===== src/rtl/serial_adder_pkg.sv =====
package serial_adder_pkg;
    typedef enum logic [1:0] {
        OP_HOLD  = 2'd0,
        OP_SHIFT = 2'd1,
        OP_LOAD  = 2'd2
    } sa_op_e;
endpackage


===== src/rtl/sa_full_adder.sv =====
module sa_full_adder (
    input  logic a,
    input  logic b,
    input  logic cin,
    output logic sum,
    output logic cout
);
    always_comb begin
        sum  = a ^ b ^ cin;
        cout = (a & b) | (a & cin) | (b & cin);
    end
endmodule


===== src/rtl/sa_shift_reg.sv =====
module sa_shift_reg
    import serial_adder_pkg::*;
#(
    parameter int W = 4
) (
    input  logic         clk,
    input  logic         rst_n,
    input  sa_op_e       op,
    input  logic [W-1:0] par_in,
    input  logic         ser_in,
    output logic [W-1:0] q
);
    typedef struct packed {
        logic [W-1:0] data;
    } sr_state_t;

    sr_state_t st_d, st_q;

    always_comb begin
        st_d = st_q;
        unique case (op)
            OP_LOAD:  st_d.data = par_in;
            OP_SHIFT: st_d.data = {ser_in, st_q.data[W-1:1]};
            default:  st_d = st_q;
        endcase
    end

    always_ff @(posedge clk or negedge rst_n) begin
        if (!rst_n) st_q <= '0;
        else        st_q <= st_d;
    end

    assign q = st_q.data;


    sr_shift_in_chk: assert property (@(posedge clk) disable iff (!rst_n)
        op == OP_SHIFT |=> q[W-1] == $past(ser_in));
endmodule


===== src/rtl/sa_ctrl.sv =====
module sa_ctrl
    import serial_adder_pkg::*;
#(
    parameter int N = 4
) (
    input  logic   clk,
    input  logic   rst_n,
    input  sa_op_e op,
    input  logic   cout,
    output logic   carry,
    output logic   done
);
    localparam int CW = $clog2(N + 1);
    localparam logic [CW-1:0] LAST = CW'(N);

    typedef struct packed {
        logic          cy;
        logic [CW-1:0] cnt;
    } ctrl_state_t;

    ctrl_state_t st_d, st_q;

    always_comb begin
        st_d = st_q;
        unique case (op)
            OP_LOAD: begin
                st_d.cy  = 1'b0;
                st_d.cnt = '0;
            end
            OP_SHIFT: begin
                st_d.cy  = cout;
                st_d.cnt = st_q.cnt + 1'b1;
            end
            default: st_d = st_q;
        endcase
    end

    always_ff @(posedge clk or negedge rst_n) begin
        if (!rst_n) st_q <= '0;
        else        st_q <= st_d;
    end

    assign carry = st_q.cy;
    assign done  = (st_q.cnt == LAST);


    ctrl_load_clear_chk: assert property (@(posedge clk) disable iff (!rst_n)
        op == OP_LOAD |=> !carry && !done);

    ctrl_done_rise_chk: assert property (@(posedge clk) disable iff (!rst_n)
        $rose(done) |-> $past(op) == OP_SHIFT);
endmodule


===== src/rtl/serial_adder.sv =====
module serial_adder
    import serial_adder_pkg::*;
#(
    parameter int N = 4
) (
    input  logic         clk,
    input  logic         rst_n,
    input  logic         shift_en,
    input  logic         load_en,
    input  logic         ser_in,
    input  logic [N-1:0] load_a,
    input  logic [N-1:0] load_b,
    output logic         ser_out,
    output logic [N-1:0] reg_a,
    output logic [N-1:0] reg_b,
    output logic         carry,
    output logic         done
);
    sa_op_e op;
    logic   sum_bit;
    logic   cout_bit;

    always_comb begin
        if (load_en)               op = OP_LOAD;
        else if (shift_en && !done) op = OP_SHIFT;
        else                       op = OP_HOLD;
    end

    sa_full_adder u_fa (
        .a    (reg_a[0]),
        .b    (reg_b[0]),
        .cin  (carry),
        .sum  (sum_bit),
        .cout (cout_bit)
    );

    sa_shift_reg #(.W(N)) u_reg_a (
        .clk    (clk),
        .rst_n  (rst_n),
        .op     (op),
        .par_in (load_a),
        .ser_in (sum_bit),
        .q      (reg_a)
    );

    sa_shift_reg #(.W(N)) u_reg_b (
        .clk    (clk),
        .rst_n  (rst_n),
        .op     (op),
        .par_in (load_b),
        .ser_in (ser_in),
        .q      (reg_b)
    );

    sa_ctrl #(.N(N)) u_ctrl (
        .clk   (clk),
        .rst_n (rst_n),
        .op    (op),
        .cout  (cout_bit),
        .carry (carry),
        .done  (done)
    );

    assign ser_out = reg_a[0];


    load_wins_chk: assert property (@(posedge clk) disable iff (!rst_n)
        load_en |=> reg_a == $past(load_a) && reg_b == $past(load_b));

    idle_hold_chk: assert property (@(posedge clk) disable iff (!rst_n)
        !load_en && !shift_en |=> $stable(reg_a) && $stable(reg_b) && $stable(carry) && $stable(done));

    done_freeze_chk: assert property (@(posedge clk) disable iff (!rst_n)
        done && !load_en |=> $stable(reg_a) && $stable(reg_b) && $stable(carry) && done);

    sum_msb_chk: assert property (@(posedge clk) disable iff (!rst_n)
        shift_en && !load_en && !done |=>
            reg_a[N-1] == ($past(reg_a[0]) ^ $past(reg_b[0]) ^ $past(carry)));
endmodule


===== config.mk =====
export PLATFORM = sky130hd
export DESIGN_NAME = serial_adder
export DESIGN_NICKNAME = d
export VERILOG_FILES = /design/src/rtl/serial_adder_pkg.sv /design/src/rtl/sa_full_adder.sv /design/src/rtl/sa_shift_reg.sv /design/src/rtl/sa_ctrl.sv /design/src/rtl/serial_adder.sv
export SDC_FILE = /design/constraint.sdc
export NUM_CORES = 1
export LEC_CHECK = 0
export ABC_CLOCK_PERIOD_IN_PS = 1200
export BUFFER_PORTS_ARGS = -buffer_cell sky130_fd_sc_hd__clkbuf_2
export CORE_MARGIN = 5
export CORE_UTILIZATION = 42
export DETAILED_ROUTE_END_ITERATION = 7
export GPL_ROUTABILITY_DRIVEN = 0
export PLACE_DENSITY = 0.76
export SYNTH_ARGS = -nofsm -noshare
export SYNTH_HDL_FRONTEND = slang
export SYNTH_SLANG_ARGS = --single-unit
export TNS_END_PERCENT = 30

===== constraint.sdc =====
create_clock -name clk -period 1.2 [get_ports clk]
set_input_delay 0.06 -clock clk [delete_from_list [all_inputs] [get_ports clk]]
set_output_delay 0.06 -clock clk [all_outputs]
set_load 0.1 [all_outputs]

## Word level (Yosys, flattened, before mapping)

Index checks and enable logic that the tools add are counted.

| word-level totals | value |
|---|---|
| bits in writable memories | 0 |
| output and inout port bits | 11 |
| memories | 0 |
| bits in registers | 12 |
| bits in latches | 0 |
| memory bits (read-only) | 0 |

| cells by class | value |
|---|---|
| magnitude comparators | 0 |
| add/sub/neg operators | 1 |
| reductions and logical operators | 3 |
| $mul | 0 |
| shifts and indexed selects | 0 |
| bitwise operators | 7 |
| div/mod/pow operators | 0 |
| eq/ne operators | 3 |
| muxes and demuxes | 5 |

Operators by type and width:

| operator | number |
|---|---|
| 4-bit one-hot mux with 2 select lines | 3 |
| 3-bit by 1-bit adder with 3-bit output, second input constant | 1 |
| 1-bit bitwise AND | 3 |
| 3-bit equality test, second input constant | 1 |
| 2-bit by 1-bit equality test with 1-bit output, second input constant | 1 |
| 2-bit equality test, second input constant | 1 |
| 2-bit two-way mux | 1 |
| 1-bit OR | 2 |
| 2-bit nonzero test | 1 |
| 1-bit bitwise XOR | 2 |
| 1-bit logical AND | 1 |
| 1-bit zero test | 1 |
| 1-bit two-way mux | 1 |

## Longest topological paths before layout

| logic depth | value |
|---|---|
| depth after elaboration | 7 |
| mapped depth | 6 |
| depth with buffers taken out | 5 |

## Modules after synthesis

A second synthesis with hierarchy kept.

| second synthesis, totals | value |
|---|---|
| cells, all modules | 66 |
| area total of the unflattened synthesis | 680.7 sq um |

Modules (own cells, without submodules):

| module | area an instance (sq um) | cells an instance | times used |
|---|---|---|---|
| sa_shift_reg | 202.7 | 19 | 2 |
| sa_ctrl | 235.2 | 25 | 1 |
| sa_full_adder | 20.0 | 1 | 1 |
| serial_adder | 20.0 | 2 | 1 |

## Worst setup path after synthesis

Ideal clock, no wire load.

| path | value |
|---|---|
| kind | register to register |
| from | register u_reg_a.st_q (netlist bit u_reg_a.q[0]) |
| to | register u_reg_a.st_q (netlist bit u_reg_a.q[3]) |
| setup time | 0.083 ns |
| cell stages (with the launch flop) | 5 |
| path slack | -0.725 ns |
| arrival time | 1.842 ns |
| buffers on the path | 0 |
| path through | dfrtp_1 inv_1 fa_1 a21o_1 o21ai_0 |

| between the ends | value |
|---|---|
| cells in the longest elaborated chain, start to end | 3 |

RTL lines:

| item | RTL line | RTL |
|---|---|---|
| start: declaration | sa_shift_reg.sv:17 | `sr_state_t st_d, st_q;` |
| start signal: assignment | sa_shift_reg.sv:30 | `else st_q <= st_d;` |
| 1-bit bitwise XOR (2 in a row) | sa_full_adder.sv:9 | `sum = a ^ b ^ cin;` |
| 4-bit one-hot mux with 2 select lines | sa_shift_reg.sv:21 | `unique case (op)` |

Every way passes these cells.
A chain may end at the register's enable or synchronous reset.

## Worst setup path after layout

| path | value |
|---|---|
| from | register u_ctrl.st_q[0] (netlist name) |
| to | register u_ctrl.st_q[2] (netlist name) |

| between the ends | value |
|---|---|
| cells in the longest elaborated chain, start to end | 7 |
| elaborated cells on any way between the ends | 10 |

RTL lines:

| item | RTL line | RTL |
|---|---|---|
| start: declaration | sa_ctrl.sv:21 | `ctrl_state_t st_d, st_q;` |
| start signal: assignment | sa_ctrl.sv:40 | `else st_q <= st_d;` |
| 3-bit equality test | sa_ctrl.sv:44 | `assign done = (st_q.cnt == LAST);` |
| 1-bit zero test | serial_adder.sv:25 | `else if (shift_en && !done) op = OP_SHIFT;` |
| 1-bit logical AND | serial_adder.sv:25 |  |
| 1-bit two-way mux | serial_adder.sv:25 |  |
| 2-bit two-way mux | serial_adder.sv:24 | `if (load_en) op = OP_LOAD;` |
| 2-bit by 1-bit equality test with 1-bit output / 2-bit equality test (equally long branches) | sa_ctrl.sv:25 | `unique case (op)` |
| 4-bit one-hot mux with 2 select lines / 2-bit nonzero test (equally long branches) | -- |  |

Parallel ways exist; a longest one is shown, timed or not.

==> run summary <==
By instance count, the leading cell after synthesis is a21oi_1. Static timing analysis puts the maximum clock frequency at 739 MHz. The DRC violation count after routing is 0.

Across all register-to-register paths, the minimum setup slack is -0.15 ns. The kind of cell with the highest combined delay along the critical path is flip-flops. The required time of the critical path is 1.40 ns. The gate count after technology mapping is 74. The net total in the final layout is 125. Of the post-synthesis cell area, the dominant cell type holds 0.466.

The slew of the pin with the lowest slew margin came out at 0.370 ns. For this design the ratio of total power to cell area is 1290 nW/um^2. The total number of yosys warnings came out at 0. The total of max-cap violations is 0. The total number of cells along the worst setup path is 5. The combined area of the multi-input logic cells is 347 sq um. The number of flip-flops and latches in the synthesized netlist is 12. The final hold violation count is 0. The tree is rooted in a clkbuf_4. The number of buffers and inverters on the critical path is 1. The post-synth design cell area came out at 644 sq um.

In this run the tool buffered the top-level ports with 23 buffer cells. The number of standard cells in the final layout excluding fillers is 124. The share of the cycle needed by the critical path after routing is 1.13. The die area is 2420 sq um.

The number of global-route vias before repair is 650. TritonCTS built the clock tree. The growth of design area from synthesis to finish came out at 74.4%. After floorplanning, the core was sized to cover 1490 sq um.

The antenna cell count came out at 0. Row generation in the floorplan step produced 14 rows. The number of nets in the synthesized netlist is 90. The die height came out at 49.2 um.

The first detailed-routing pass took 4 iterations. The top cell type by total area after synthesis is dfrtp_1. The flow ran to the end, but the final reports show violations.

The static power due to leakage is 0.521 nW. The number of CTS-inserted buffers is 3. Counting the fill cells in the layout gives 97.

The clock sink count came out at 12. The instance count along the most critical hold path is 3. Counting flops with a built-in enable in the synthesized netlist gives 0. The overall die width is 49.2 um. The worst setup path is of the flip-flop to flip-flop kind. The violation count after the first detailed-route iteration came out at 4. The minimum setup slack in the final design is -0.154 ns. The arrival time reported for the critical path endpoint is 1.55 ns. After synthesis, the most frequently instantiated cells are 18 x a21oi_1, 13 x nand2_1, 12 x dfrtp_1, 7 x nor2b_1, 6 x inv_1. Summed over all layers, the global routing overflow is 0. Measured against its own limit, the worst slew margin works out to 0.754. By area the synthesized netlist is led by dfrtp_1 47%, a21oi_1 14%, nand2_1 7.6%. The clock edge transition at the registers on the reported setup and hold paths came out at 0.08 ns. Summing all flip-flop and latch instances after layout gives 308 sq um. The path class of the tightest hold or removal check is input pin to flip-flop.

In this run the mean area of a mapped cell was 8.71 sq um. The mean number of vias per cell came out at 4.82. The total placed cells including tap cells came out at 116. Once layout is complete, the utilization of the core stands at 0.755. The share of the yosys chip area belonging to registers came out at 0.466. The initial antenna violation count came to 0. The clock insertion delay at the later pin of the skew report came out at 0.27 ns.

The minimum clock period came out at 1.35 ns. The worst setup path is captured at a flip-flop. The maximum number of pins on one net before global-route repair came out at 21. Of the cells placed in the final design, the portion with a size suffix greater than 1 is 0.528.

The most used flip-flop cell after synthesis is dfrtp_1. Along the worst path, the maximum fanout reaches 3. The proportion of register bits with asynchronous set or reset after synthesis is 1.00. The checks that failed: setup timing. The routed wire length came out at 1.69 mm. The wire length of the first global-routing pass came out at 2.90 mm. The HPWL reported at the end of detailed placement came out at 1.27 mm. IR analysis of the VDD net gives a maximum drop of 900 uV. CTS built an H-tree with a depth of 1. The number of nets still failing antenna checks after routing is 0. Setup repair after global routing could not meet its margin everywhere. In the global route stage, overall resource usage came out at 0.155.

Walking the worst path, the cells encountered are inv_2 -> ha_4 -> a21bo_1 -> or3_4 -> a21oi_2. The depth of the worst register-to-register path came out at 5. The slowest stage of the critical path belongs to the cell dfrtp_1. The number of library cell types mapped by synthesis is 18. Summing over every cut layer, the via total after detailed routing is 598. For this configuration, the core starts out at a cell density of 0.433. For the final database, setup skew stands at 0.000546 ns. STA classifies the critical path startpoint as a flip-flop. Dividing the detail-routed wire length by the instance count gives 13.6 um. For this run, the slowest stage of the critical path takes 0.37 ns. The number of primary I/O pins came out at 24. The number of slew-limit violations in the final report came to 0. The number of buffers between clock root and the deepest sink is 2. The number of setup violations in the final report came out at 11.
-- power by group --
part	total, mW	leakage, nW	switching (mW)	internal [mW]
sequential	0.486	0.143	0.0420	0.444
combinational	0.636	0.357	0.392	0.244
clock	0.324	0.0210	0.140	0.184
-- registers in the layout, indices dropped and copies added (netlist names) --
signal	cells
u_reg_a.q	4
u_reg_b.q	4
u_ctrl.st_q	3
u_ctrl.carry	1
-- tightest hold or removal path, stage by stage --
cell and delay [ns]:
clkbuf_2 0.07, nor2b_1 0.03, a21oi_1 0.10
-- cells by family (layout without fill, tap and decap cells) --
kind of cell | count (synthesis) | in the layout | synth area share
AND/OR/NAND/NOR | 24 | 24 | 0.179
flip-flops | 12 | 12 | 0.466
AO/OA/AOI/OAI | 23 | 23 | 0.200
buffers and inverters | 12 | 46 | 0.0854
adder cells (fa/ha/maj) | 3 | 3 | 0.0699
-- repair_timing --
action / in CTS / in global routing
hold buffers: 2 / 0
buffers inserted: 2 / 1
pin swaps: 7 / 4
setup endpoints to repair: 13 / 13
gates resized for setup: 10 / 10
endpoints found under the hold margin: 13 / 0
-- layout make-up --
type / count / share of cell area
multi-input cells: 50 / 0.308
flip-flops and latches: 12 / 0.274
clock buffers: 4 / 0.0323
well taps: 16 / 0.0178
repair buffers: 36 / 0.347
inverters: 6 / 0.0200
-- metrics by stage --
step                power [mW]  setup WS, ns  instance area (sq um)  hold WS [ns]  TNS, ns
floorplan                0.847        -0.233                    653        -0.236    -1.08
global route              1.52        -0.193                   1120        0.0278    -1.50
detailed placement        1.10        -0.197                    988       -0.0373   -0.642
global placement          1.08        -0.104                    988       -0.0434   -0.190
CTS                       1.44        -0.129                   1090        0.0330   -0.564
finish                    1.45        -0.154                   1120        0.0389   -0.930
-- cells in the final DEF, fill, tap and decap left out, types with 4 or more instances in the layout --
master | netlist | routed
inv_2 | 0 | 4
clkbuf_2 | 0 | 12
buf_4 | 2 | 9
dfrtp_1 | 12 | 10
nand2_1 | 13 | 9
buf_12 | 0 | 11
nand2_2 | 0 | 4
a21oi_1 | 18 | 14
a21oi_2 | 0 | 4
nor2b_1 | 7 | 7
-- routing by layer --
metal | track usage | routed length, um
met3 | 0.0336 | 60
met1 | 0.162 | 666
met5 | 0 | 0
met2 | 0.294 | 964
met4 | 0.0538 | 0
-- final timing paths --
path | to | start
max in group asynchronous | u_ctrl.carry | rst_n
worst max register to register | u_ctrl.st_q[2] | u_ctrl.st_q[0]
worst max-delay path | u_ctrl.st_q[2] | u_ctrl.st_q[0]
worst min-delay path | u_reg_b.q[0] | load_b[0]
min in group asynchronous | u_reg_a.q[0] | rst_n
worst min register to register | u_reg_a.q[1] | u_reg_a.q[1]
Note: power is estimated with default switching activity, not from simulation.
